<file path="config.mk">
export PLATFORM = sky130hd
export DESIGN_NAME = irq_trigger_cond
export DESIGN_NICKNAME = d
export VERILOG_FILES = /design/src/rtl/irq_cond_pkg.sv /design/src/rtl/irq_sync_chain.sv /design/src/rtl/irq_hold_timer.sv /design/src/rtl/irq_line_cond.sv /design/src/rtl/irq_trigger_cond.sv
export SDC_FILE = /design/constraint.sdc
export NUM_CORES = 1
export LEC_CHECK = 0
export BUFFER_PORTS_ARGS = -buffer_cell sky130_fd_sc_hd__buf_2
export CAP_MARGIN = 30
export CELL_PAD_IN_SITES_DETAIL_PLACEMENT = 0
export CELL_PAD_IN_SITES_GLOBAL_PLACEMENT = 1
export CORE_ASPECT_RATIO = 0.75
export CORE_MARGIN = 3
export CORE_UTILIZATION = 40
export CTS_BUF_LIST = sky130_fd_sc_hd__clkbuf_2 sky130_fd_sc_hd__clkbuf_4 sky130_fd_sc_hd__clkbuf_8
export DETAILED_ROUTE_END_ITERATION = 7
export PLACE_DENSITY = 0.73
export RECOVER_POWER = 50
export SLEW_MARGIN = 20
export SYNTH_ARGS = -nofsm -noshare
export SYNTH_HDL_FRONTEND = slang
export SYNTH_SLANG_ARGS = --single-unit
</file>
<file path="constraint.sdc">
create_clock -name clk -period 7.3 [get_ports clk]
set_clock_uncertainty 0.2 [all_clocks]
set_input_delay 0.73 -clock clk [delete_from_list [all_inputs] [get_ports clk]]
set_output_delay 0.73 -clock clk [all_outputs]
set_load 0.01 [all_outputs]
</file>
<file path="src/rtl/irq_cond_pkg.sv">
// Package: shared types for the interrupt trigger conditioner.
// Assumes: mode codes are fixed by the port encoding given in the brief.
package irq_cond_pkg;

    typedef enum logic [1:0] {
        TRIG_LEVEL  = 2'b00,
        TRIG_EDGE   = 2'b01,
        TRIG_HYBRID = 2'b10,
        TRIG_OFF    = 2'b11
    } trig_mode_e;

endpackage

</file>
<file path="src/rtl/irq_sync_chain.sv">
// Module: irq_sync_chain
// Brings one asynchronous pin into the clock domain through STAGES flops.
// It also reports "primed" once the chain and one history sample downstream
// hold real pin samples instead of reset values.
// Assumes: STAGES >= 2; reset is synchronous and active low.
module irq_sync_chain #(
    parameter int STAGES = 2
) (
    input  logic clk,
    input  logic rst_n,
    input  logic raw_i,
    output logic sync_o,
    output logic primed_o
);
    localparam int FILL_MAX = STAGES + 1;
    localparam int FW       = $clog2(FILL_MAX + 1);

    logic [STAGES-1:0] chain;
    logic [FW-1:0]     fill;

    // Shift the raw pin through the synchronizer flops.
    always_ff @(posedge clk) begin
        if (!rst_n) chain <= '0;
        else        chain <= {chain[STAGES-2:0], raw_i};
    end

    // Count edges since reset until the chain plus history are filled.
    always_ff @(posedge clk) begin
        if (!rst_n)                      fill <= '0;
        else if (fill != FW'(FILL_MAX))  fill <= fill + FW'(1);
    end

    assign sync_o   = chain[STAGES-1];
    assign primed_o = (fill == FW'(FILL_MAX));


    primed_sticky_chk: assert property (@(posedge clk) disable iff (!rst_n)
        primed_o |=> primed_o);

endmodule

</file>
<file path="src/rtl/irq_hold_timer.sv">
// Module: irq_hold_timer
// Hybrid-mode qualifier. A start pulse (the edge sample) arms the timer.
// Each further active sample extends the count. "fire" pulses in the cycle
// where the count of consecutive active samples reaches the limit. Any
// inactive sample while armed drops the count.
// Assumes: start only occurs on an active sample; the limit is stable while armed.
module irq_hold_timer #(
    parameter int CNT_W = 16
) (
    input  logic             clk,
    input  logic             rst_n,
    input  logic             enable_i,
    input  logic             start_i,
    input  logic             active_i,
    input  logic [CNT_W-1:0] limit_i,
    output logic             fire_o
);
    logic [CNT_W-1:0] cnt;
    logic [CNT_W-1:0] next_cnt;
    logic             armed;
    logic             step;

    // Work out the count this sample would reach and whether it qualifies.
    always_comb begin
        next_cnt = start_i ? CNT_W'(1) : cnt + CNT_W'(1);
        step     = enable_i && (start_i || (armed && active_i));
        fire_o   = step && (next_cnt >= limit_i);
    end

    // Track the armed state and the run length of active samples.
    always_ff @(posedge clk) begin
        if (!rst_n || !enable_i) begin
            armed <= 1'b0;
            cnt   <= '0;
        end else if (fire_o) begin
            armed <= 1'b0;
            cnt   <= '0;
        end else if (step) begin
            armed <= 1'b1;
            cnt   <= next_cnt;
        end else if (armed && !active_i) begin
            armed <= 1'b0;
            cnt   <= '0;
        end
    end


    arm_starts_at_one_chk: assert property (@(posedge clk) disable iff (!rst_n)
        $rose(armed) |-> (cnt == CNT_W'(1)));


    drop_disarms_chk: assert property (@(posedge clk) disable iff (!rst_n)
        (armed && !active_i && !start_i) |=> !armed);

endmodule

</file>
<file path="src/rtl/irq_line_cond.sv">
// Module: irq_line_cond
// Trigger logic for one synchronized line. It normalizes polarity, detects
// the edge into the active level, and produces the request for the selected
// mode: level (follows the pin), edge (latched), hybrid (latched after the
// hold timer qualifies) or off.
// Assumes: sync_i is already synchronized; primed_i gates the history bit.
module irq_line_cond
    import irq_cond_pkg::*;
#(
    parameter int CNT_W = 16
) (
    input  logic             clk,
    input  logic             rst_n,
    input  logic             sync_i,
    input  logic             primed_i,
    input  trig_mode_e       mode_i,
    input  logic             pol_i,
    input  logic             clear_i,
    input  logic [CNT_W-1:0] limit_i,
    output logic             req_o
);
    logic act;
    logic act_prev;
    logic edge_now;
    logic hyb_fire;
    logic set_now;
    logic pend;

    assign act      = sync_i ^ pol_i;
    assign edge_now = primed_i && act && !act_prev;

    // Remember the previous normalized level for edge detection.
    always_ff @(posedge clk) begin
        if (!rst_n) act_prev <= 1'b0;
        else        act_prev <= act;
    end

    irq_hold_timer #(.CNT_W(CNT_W)) u_hold (
        .clk      (clk),
        .rst_n    (rst_n),
        .enable_i (mode_i == TRIG_HYBRID),
        .start_i  (edge_now),
        .active_i (act),
        .limit_i  (limit_i),
        .fire_o   (hyb_fire)
    );

    // Choose the event that latches a request in the current mode.
    always_comb begin
        case (mode_i)
            TRIG_EDGE:   set_now = edge_now;
            TRIG_HYBRID: set_now = hyb_fire;
            default:     set_now = 1'b0;
        endcase
    end

    // Hold the latched request until cleared; a new event beats clear.
    always_ff @(posedge clk) begin
        if (!rst_n || mode_i == TRIG_LEVEL || mode_i == TRIG_OFF) pend <= 1'b0;
        else pend <= set_now || (pend && !clear_i);
    end

    // Drive the request from the level or from the latch.
    always_comb begin
        case (mode_i)
            TRIG_LEVEL: req_o = primed_i && act;
            TRIG_OFF:   req_o = 1'b0;
            default:    req_o = pend;
        endcase
    end


    pend_hold_chk: assert property (@(posedge clk) disable iff (!rst_n)
        (pend && !clear_i && (mode_i == TRIG_EDGE || mode_i == TRIG_HYBRID)) |=> pend);


    clear_drop_chk: assert property (@(posedge clk) disable iff (!rst_n)
        (pend && clear_i && !edge_now && !hyb_fire) |=> !pend);


    off_discard_chk: assert property (@(posedge clk) disable iff (!rst_n)
        (mode_i == TRIG_OFF) |=> !pend);


    hybrid_active_chk: assert property (@(posedge clk) disable iff (!rst_n)
        (mode_i == TRIG_HYBRID && $past(mode_i) == TRIG_HYBRID && $rose(pend))
        |-> $past(act));

endmodule

</file>
<file path="src/rtl/irq_trigger_cond.sv">
// Module: irq_trigger_cond (top)
// A bank of NUM_LINES independent interrupt input conditioners. Each line
// has its own synchronizer, mode, polarity and clear; the hybrid hold time
// is shared by all lines.
// Assumes: configuration changes only while the affected line is idle.
module irq_trigger_cond
    import irq_cond_pkg::*;
#(
    parameter int NUM_LINES   = 4,
    parameter int CNT_W       = 16,
    parameter int SYNC_STAGES = 2
) (
    input  logic                   clk,
    input  logic                   rst_n,
    input  logic [NUM_LINES-1:0]   irq_raw_i,
    input  logic [2*NUM_LINES-1:0] trig_mode_i,
    input  logic [NUM_LINES-1:0]   polarity_i,
    input  logic [CNT_W-1:0]       hold_cycles_i,
    input  logic [NUM_LINES-1:0]   clear_i,
    output logic [NUM_LINES-1:0]   req_o
);
    logic [NUM_LINES-1:0] line_sync;
    logic [NUM_LINES-1:0] line_primed;

    for (genvar i = 0; i < NUM_LINES; i++) begin : g_line
        irq_sync_chain #(.STAGES(SYNC_STAGES)) u_sync (
            .clk      (clk),
            .rst_n    (rst_n),
            .raw_i    (irq_raw_i[i]),
            .sync_o   (line_sync[i]),
            .primed_o (line_primed[i])
        );

        irq_line_cond #(.CNT_W(CNT_W)) u_cond (
            .clk      (clk),
            .rst_n    (rst_n),
            .sync_i   (line_sync[i]),
            .primed_i (line_primed[i]),
            .mode_i   (trig_mode_e'(trig_mode_i[2*i +: 2])),
            .pol_i    (polarity_i[i]),
            .clear_i  (clear_i[i]),
            .limit_i  (hold_cycles_i),
            .req_o    (req_o[i])
        );


        warmup_quiet_chk: assert property (@(posedge clk) disable iff (!rst_n)
            !line_primed[i] |-> !req_o[i]);
    end

endmodule

</file>
* Word-level counts from Yosys, hierarchy flattened
Index checks and enable logic that the tools add are counted.
** Word-level totals
- Input bits :: 38
- Bits in registers :: 92
** Cells by class
- Bitwise operators :: 4
- Eq/ne operators :: 20
- Add/subtract/negate cells :: 8
- Order comparisons :: 4
- Reduce and logical (&&, ||, !) cells :: 77
- Mux-type cells :: 28
** Operator list (number)
- 2-to-1 mux 16 bit :: 12
- adder 16 x 1 -> 16 bit, second input constant :: 4
- >= comparator 16 bit :: 4
- logical AND 1 bit :: 28
- equality test 2 bit, second input constant :: 12
- logical OR 1 bit :: 20
- logical NOT 1 bit :: 17
- one-hot mux 1 bit (2 select lines) :: 8
- adder 2 x 1 -> 2 bit, second input constant :: 4
- equality test 2 x 1 -> 1 bit, second input constant :: 4
- logical NOT 2 bit :: 4
- 2-to-1 mux 1 bit :: 8
- inequality test 2 bit, second input constant :: 4
- nonzero test 2 bit :: 4
- OR reduction 2 bit :: 4
- XOR 1 bit :: 4

* Depth between registers and ports, before layout
- Depth after elaboration :: 8
- Depth in mapped cells :: 14
- Gate-level depth less buffers :: 11

* By module
A second synthesis with hierarchy kept.
** Second synthesis, totals
- Cells, all modules :: 940
- Area, all modules :: 7462.2 µm²
** By module, submodules not included
- irq_hold_timer :: seq. area each 340.3 µm², times used 4, area each 1536.5 µm², cells each 201
- irq_line_cond :: seq. area each 40.0 µm², times used 4, area each 180.2 µm², cells each 22
- irq_sync_chain :: seq. area each 80.1 µm², times used 4, area each 148.9 µm², cells each 12

* Least setup slack after synthesis
OpenSTA, ideal clock, no wires.
- Path kind :: input to register
- Start :: input polarity_i[1]
- End :: register g_line[1].u_cond.u_hold.armed
- Data arrival time :: 3118 ps
- Cell stages on the path :: 12
- Setup slack :: 3896 ps
- Data required time :: 7014 ps
- Cell sequence :: xor2_1 > and2_0 > clkbuf_1 > nor2_1 > ha_1 > a21oi_1 > o21ai_0 > a211o_1 > a31o_2 > buf_2 > buf_2 > a211oi_1
** On the way
- Cells in the longest elaborated chain, start to end :: 7
- Elaborated cells between the ends (all ways) :: 14
** Ends and longest elaborated chain
- start: declaration :: line irq_trigger_cond.sv:17 : input logic [NUM_LINES-1:0] polarity_i,
- XOR 1 bit (*) :: line irq_line_cond.sv:29 : assign act = sync_i ^ pol_i;
- logical AND 1 bit (2 in a row) :: line irq_line_cond.sv:30 : assign edge_now = primed_i && act && !act_prev;
- 2-to-1 mux 16 bit or logical OR 1 bit (tied branches) :: line irq_hold_timer.sv:25, irq_hold_timer.sv:26
- >= comparator 16 bit or logical AND 1 bit (tied branches) :: line irq_hold_timer.sv:27, irq_hold_timer.sv:26
- logical AND 1 bit :: line irq_hold_timer.sv:27 : fire_o = step && (next_cnt >= limit_i);
- OR reduction 2 bit (no line)
- end signal: assignment :: line irq_hold_timer.sv:33 : armed <= 1'b0;
- end signal: assignment :: line irq_hold_timer.sv:36 : armed <= 1'b0;
- end signal: assignment :: line irq_hold_timer.sv:39 : armed <= 1'b1;
- end: declaration :: line irq_hold_timer.sv:20 : logic armed;
Mark *: on every way between the ends. The rest lies on a longest branch, timed or not.
A chain may end at the register's enable or synchronous reset.

* Final worst setup path
- Start :: register g_line[3].u_sync.fill[0]
- End :: register g_line[3].u_cond.u_hold.cnt[13]
** On the way
- Cells in the longest elaborated chain, start to end :: 7
- Elaborated cells between the ends (all ways) :: 11
** Ends and longest elaborated chain
- start: declaration :: line irq_sync_chain.sv:19 : logic [FW-1:0] fill;
- start signal: assignment :: line irq_sync_chain.sv:30 : else if (fill != FW'(FILL_MAX)) fill <= fill + FW'(1);
- equality test 2 bit (*) :: line irq_sync_chain.sv:34 : assign primed_o = (fill == FW'(FILL_MAX));
- logical AND 1 bit (*) (2 in a row) :: line irq_line_cond.sv:30
- 2-to-1 mux 16 bit or logical OR 1 bit (tied branches) :: line irq_hold_timer.sv:25, irq_hold_timer.sv:26
- >= comparator 16 bit or logical AND 1 bit (tied branches) :: line irq_hold_timer.sv:27, irq_hold_timer.sv:26
- logical AND 1 bit :: line irq_hold_timer.sv:27
- OR reduction 2 bit (no line)
- end signal: assignment :: line irq_hold_timer.sv:40 : cnt <= next_cnt;
- end: declaration :: line irq_hold_timer.sv:18 : logic [CNT_W-1:0] cnt;
Marked as above.

==> reports/qor.csv <==
metric,value,unit
status,"complete, no violations",
Root Driver,clkbuf_8,
PwrDens,135,nW/µm²
total power,0.00106,W
global route overflow,0,
final setup fails,0,
number of global-route vias before repair,5825,
Reg power frac,49.6,%
buffer levels on the longest clock path,2,
register area,1840,µm²
core box area,17800,µm²
DRT Pass-1 Iters,6,
H-tree Lvls,3,
"Hold Vio Cnt, Final",0,
"top cells by count, synth","92 x dfxtp_1, 88 x ha_1, 67 x nor2_1",
Min Hold Slack,0.247,ns
first-pass GRT wire length,30.8,mm
worst-path cell chain,ha_1 > nor2b_1 > and2_0 > a21oi_1 > ha_1 > a21oi_1 > o21ai_0 > a211o_1 > a31o_1 > a221oi_1,
ys async rst share,0,%
Via density,5.65,
Clk pwr share,39.4,%
LEAKAGE,3.16,nW
die area,20000,µm²
final WL,18.6,mm
Worst path max stage delay,0.65,ns
PostCTS Resize Cnt,0,
Hold Path Class,register to register,
Relative slew margins,9.24,%
Chip Height,123,µm
nets,1018,
FP Rows,42,
fin crit share,51.5,%
setup TNS,0,ns
Yosys cell types,62,
Slew @ Worst Pin,1.36,ns
post-cts hold buffer count,0,
fillers,1812,
WP data arrival,3.85,ns
largest net degree at the start of global routing,31,
Mapped Area,7350,µm²
"EDFF count, synth",0,
initial antenna violation count,0,
syn_nets,1015,
diode count,0,
Avg Inst Size Synth,8.27,µm²
number of cells after detailed placement,1122,
TritonCTS Buffers,9,
Main synth FF type,dfxtp_1,
Starting Density,41.2,%
Port Buf Inserts,41,
Critical Path Sink Type,register,
RSZ-0062 raised after global routing,false,
number of max-cap violations,0,
Max Slew Vio Count,0,
sequential fraction of the synthesis area,25.1,%
clk slew on worst S/H paths,0.10,ns
CTS tree,built,
worst-skew pair later-pin latency,0.40,ns
Syn. warnings,0,
Crit Path Category,register to register,
P&R area growth vs syn,6.71,%
drt wl/cell,16.3,µm
Combinational Power Share,11.1,%
synth top area cells,"dfxtp_1 25%, ha_1 15%, a211oi_1 5.2%, xnor2_1 3.8%, xor2_1 3.6%",
hpwl dp,13.2,mm
Critical Path RT,7.39,ns
register bit total from synthesis,92,
Final GP Congestion,0.809,
Top Ports,42,
VDD IR max,0.0742,mV
startpoint types,register,
drt drc,0,
clk sinks,92,
Multi-input gate area,5130,µm²
Achievable Freq,266,MHz
share of layout cells above drive strength 1,8.81,%
Internal,0.000761,W
crit-path max FO,18,
vias,6437,
setup repair bufs after CTS,0,
Yosys top cell area share,25.1,%
Syn Inst Count,889,
Iter 0 DRT Violations,552,
overall global routing resource usage,19.0,%
most numerous cell in the Yosys netlist,dfxtp_1,
slowest CP cell,and2_0,
P_sw,0.000294,W
Switching Fraction,27.9,%
final cell count without fillers,1139,
remaining antenna violation count,0,
Tmin final,3.76,ns
Die W,163,µm
cell taking the most area after synthesis,dfxtp_1,
-- layout make-up --
cell class | count | area share, %
multi-input combinational | 712 | 65.4
sequential | 92 | 23.5
inverter | 35 | 1.68
clock inverter | 7 | 1.34
clock buffer | 9 | 1.58
timing repair buffer | 42 | 2.63
tap | 242 | 3.86
-- sequential cells by signal, indices dropped and copies added (netlist names) --
signal / flops
g_line.u_cond.u_hold.cnt: 64
g_line.u_sync.chain: 8
g_line.u_sync.fill: 8
g_line.u_cond.act_prev: 4
g_line.u_cond.pend: 4
g_line.u_cond.u_hold.armed: 4
-- logic make-up after synthesis --
kind of cell    after synthesis  synth area share (%)
simple gates                300                  22.7
xor+xnor                     62                  7.39
buf+inv                      85                  4.96
flops                        92                  25.1
compound gates              258                  24.4
fa+ha+maj                    88                  15.0
mux                           4                 0.545
-- power by group through the flow --
| stage | sequential (W) | clock (W) | combinational, W |
|---|---|---|---|
| after CTS | 0.000523 | 0.000429 | 0.000118 |
| after floorplan | 0.000533 | 0 | 0.0000818 |
| final | 0.000523 | 0.000416 | 0.000117 |
| after global placement | 0.000534 | 0 | 0.000115 |
| after detailed placement | 0.000535 | 0 | 0.000117 |
| after global routing | 0.000525 | 0.000451 | 0.000133 |
-- worst max-delay path: cells and delay by family (launching register included) --
kind	cells	cell delay [ns]
compound gates	6	1.53
fa+ha+maj	2	0.59
flops	1	0.37
simple gates	2	0.95
-- stage by stage --
step	setup WS, ns	util, %	cell area (µm²)
global route	3.18	44.0	7840
detailed placement	3.31	42.8	7620
CTS	3.59	44.1	7850
global placement	3.38	42.8	7620
floorplan	3.90	-	7350
finish	3.54	44.0	7840
-- path summary, 6_finish.rpt --
kind | start | to | slack (ns) | cells after the start
setup reg to reg | g_line[3].u_sync.fill[0] | g_line[3].u_cond.u_hold.cnt[13] | 3.54 | 10
hold reg to reg | g_line[0].u_sync.chain[0] | g_line[0].u_sync.chain[1] | 0.25 | 1
hold / removal | g_line[0].u_sync.chain[0] | g_line[0].u_sync.chain[1] | 0.25 | 1
setup / recovery | g_line[3].u_sync.fill[0] | g_line[3].u_cond.u_hold.cnt[13] | 3.54 | 10
-- metal layers --
| layer | wire length [µm] | global-route usage (%) |
|---|---|---|
| met2 | 7490 | 27.3 |
| met3 | 721 | 3.58 |
| met1 | 10300 | 29.2 |
| met5 | 0 | 0 |
| met4 | 141 | 3.78 |
-- cell usage in the layout (no fill, tap or decap), types with 5 or more instances in the layout --
master	synthesis	routed
o22ai_1	13	13
nor2b_1	9	9
a22oi_1	21	21
a211o_1	8	8
a21o_1	6	6
nand2b_1	6	6
buf_2	21	36
and2_1	27	16
nor4_1	5	5
nor2_1	67	67
o21a_1	9	9
ha_1	88	88
a221oi_1	16	18
a211oi_1	51	51
nand4_1	17	17
inv_1	35	35
nand2_1	57	57
dfxtp_1	92	92
a31oi_1	5	5
a21oi_1	40	40
xor2_1	30	30
xnor2_1	32	32
o21ai_0	50	50
a32oi_1	5	5
or3_1	18	18
and2_0	1	12
clkbuf_8	0	9
nor3_1	20	20
nand3_1	29	29
clkbuf_1	21	5
and3_1	8	8
and4_1	5	5
Note: power is estimated with default switching activity, not from simulation.
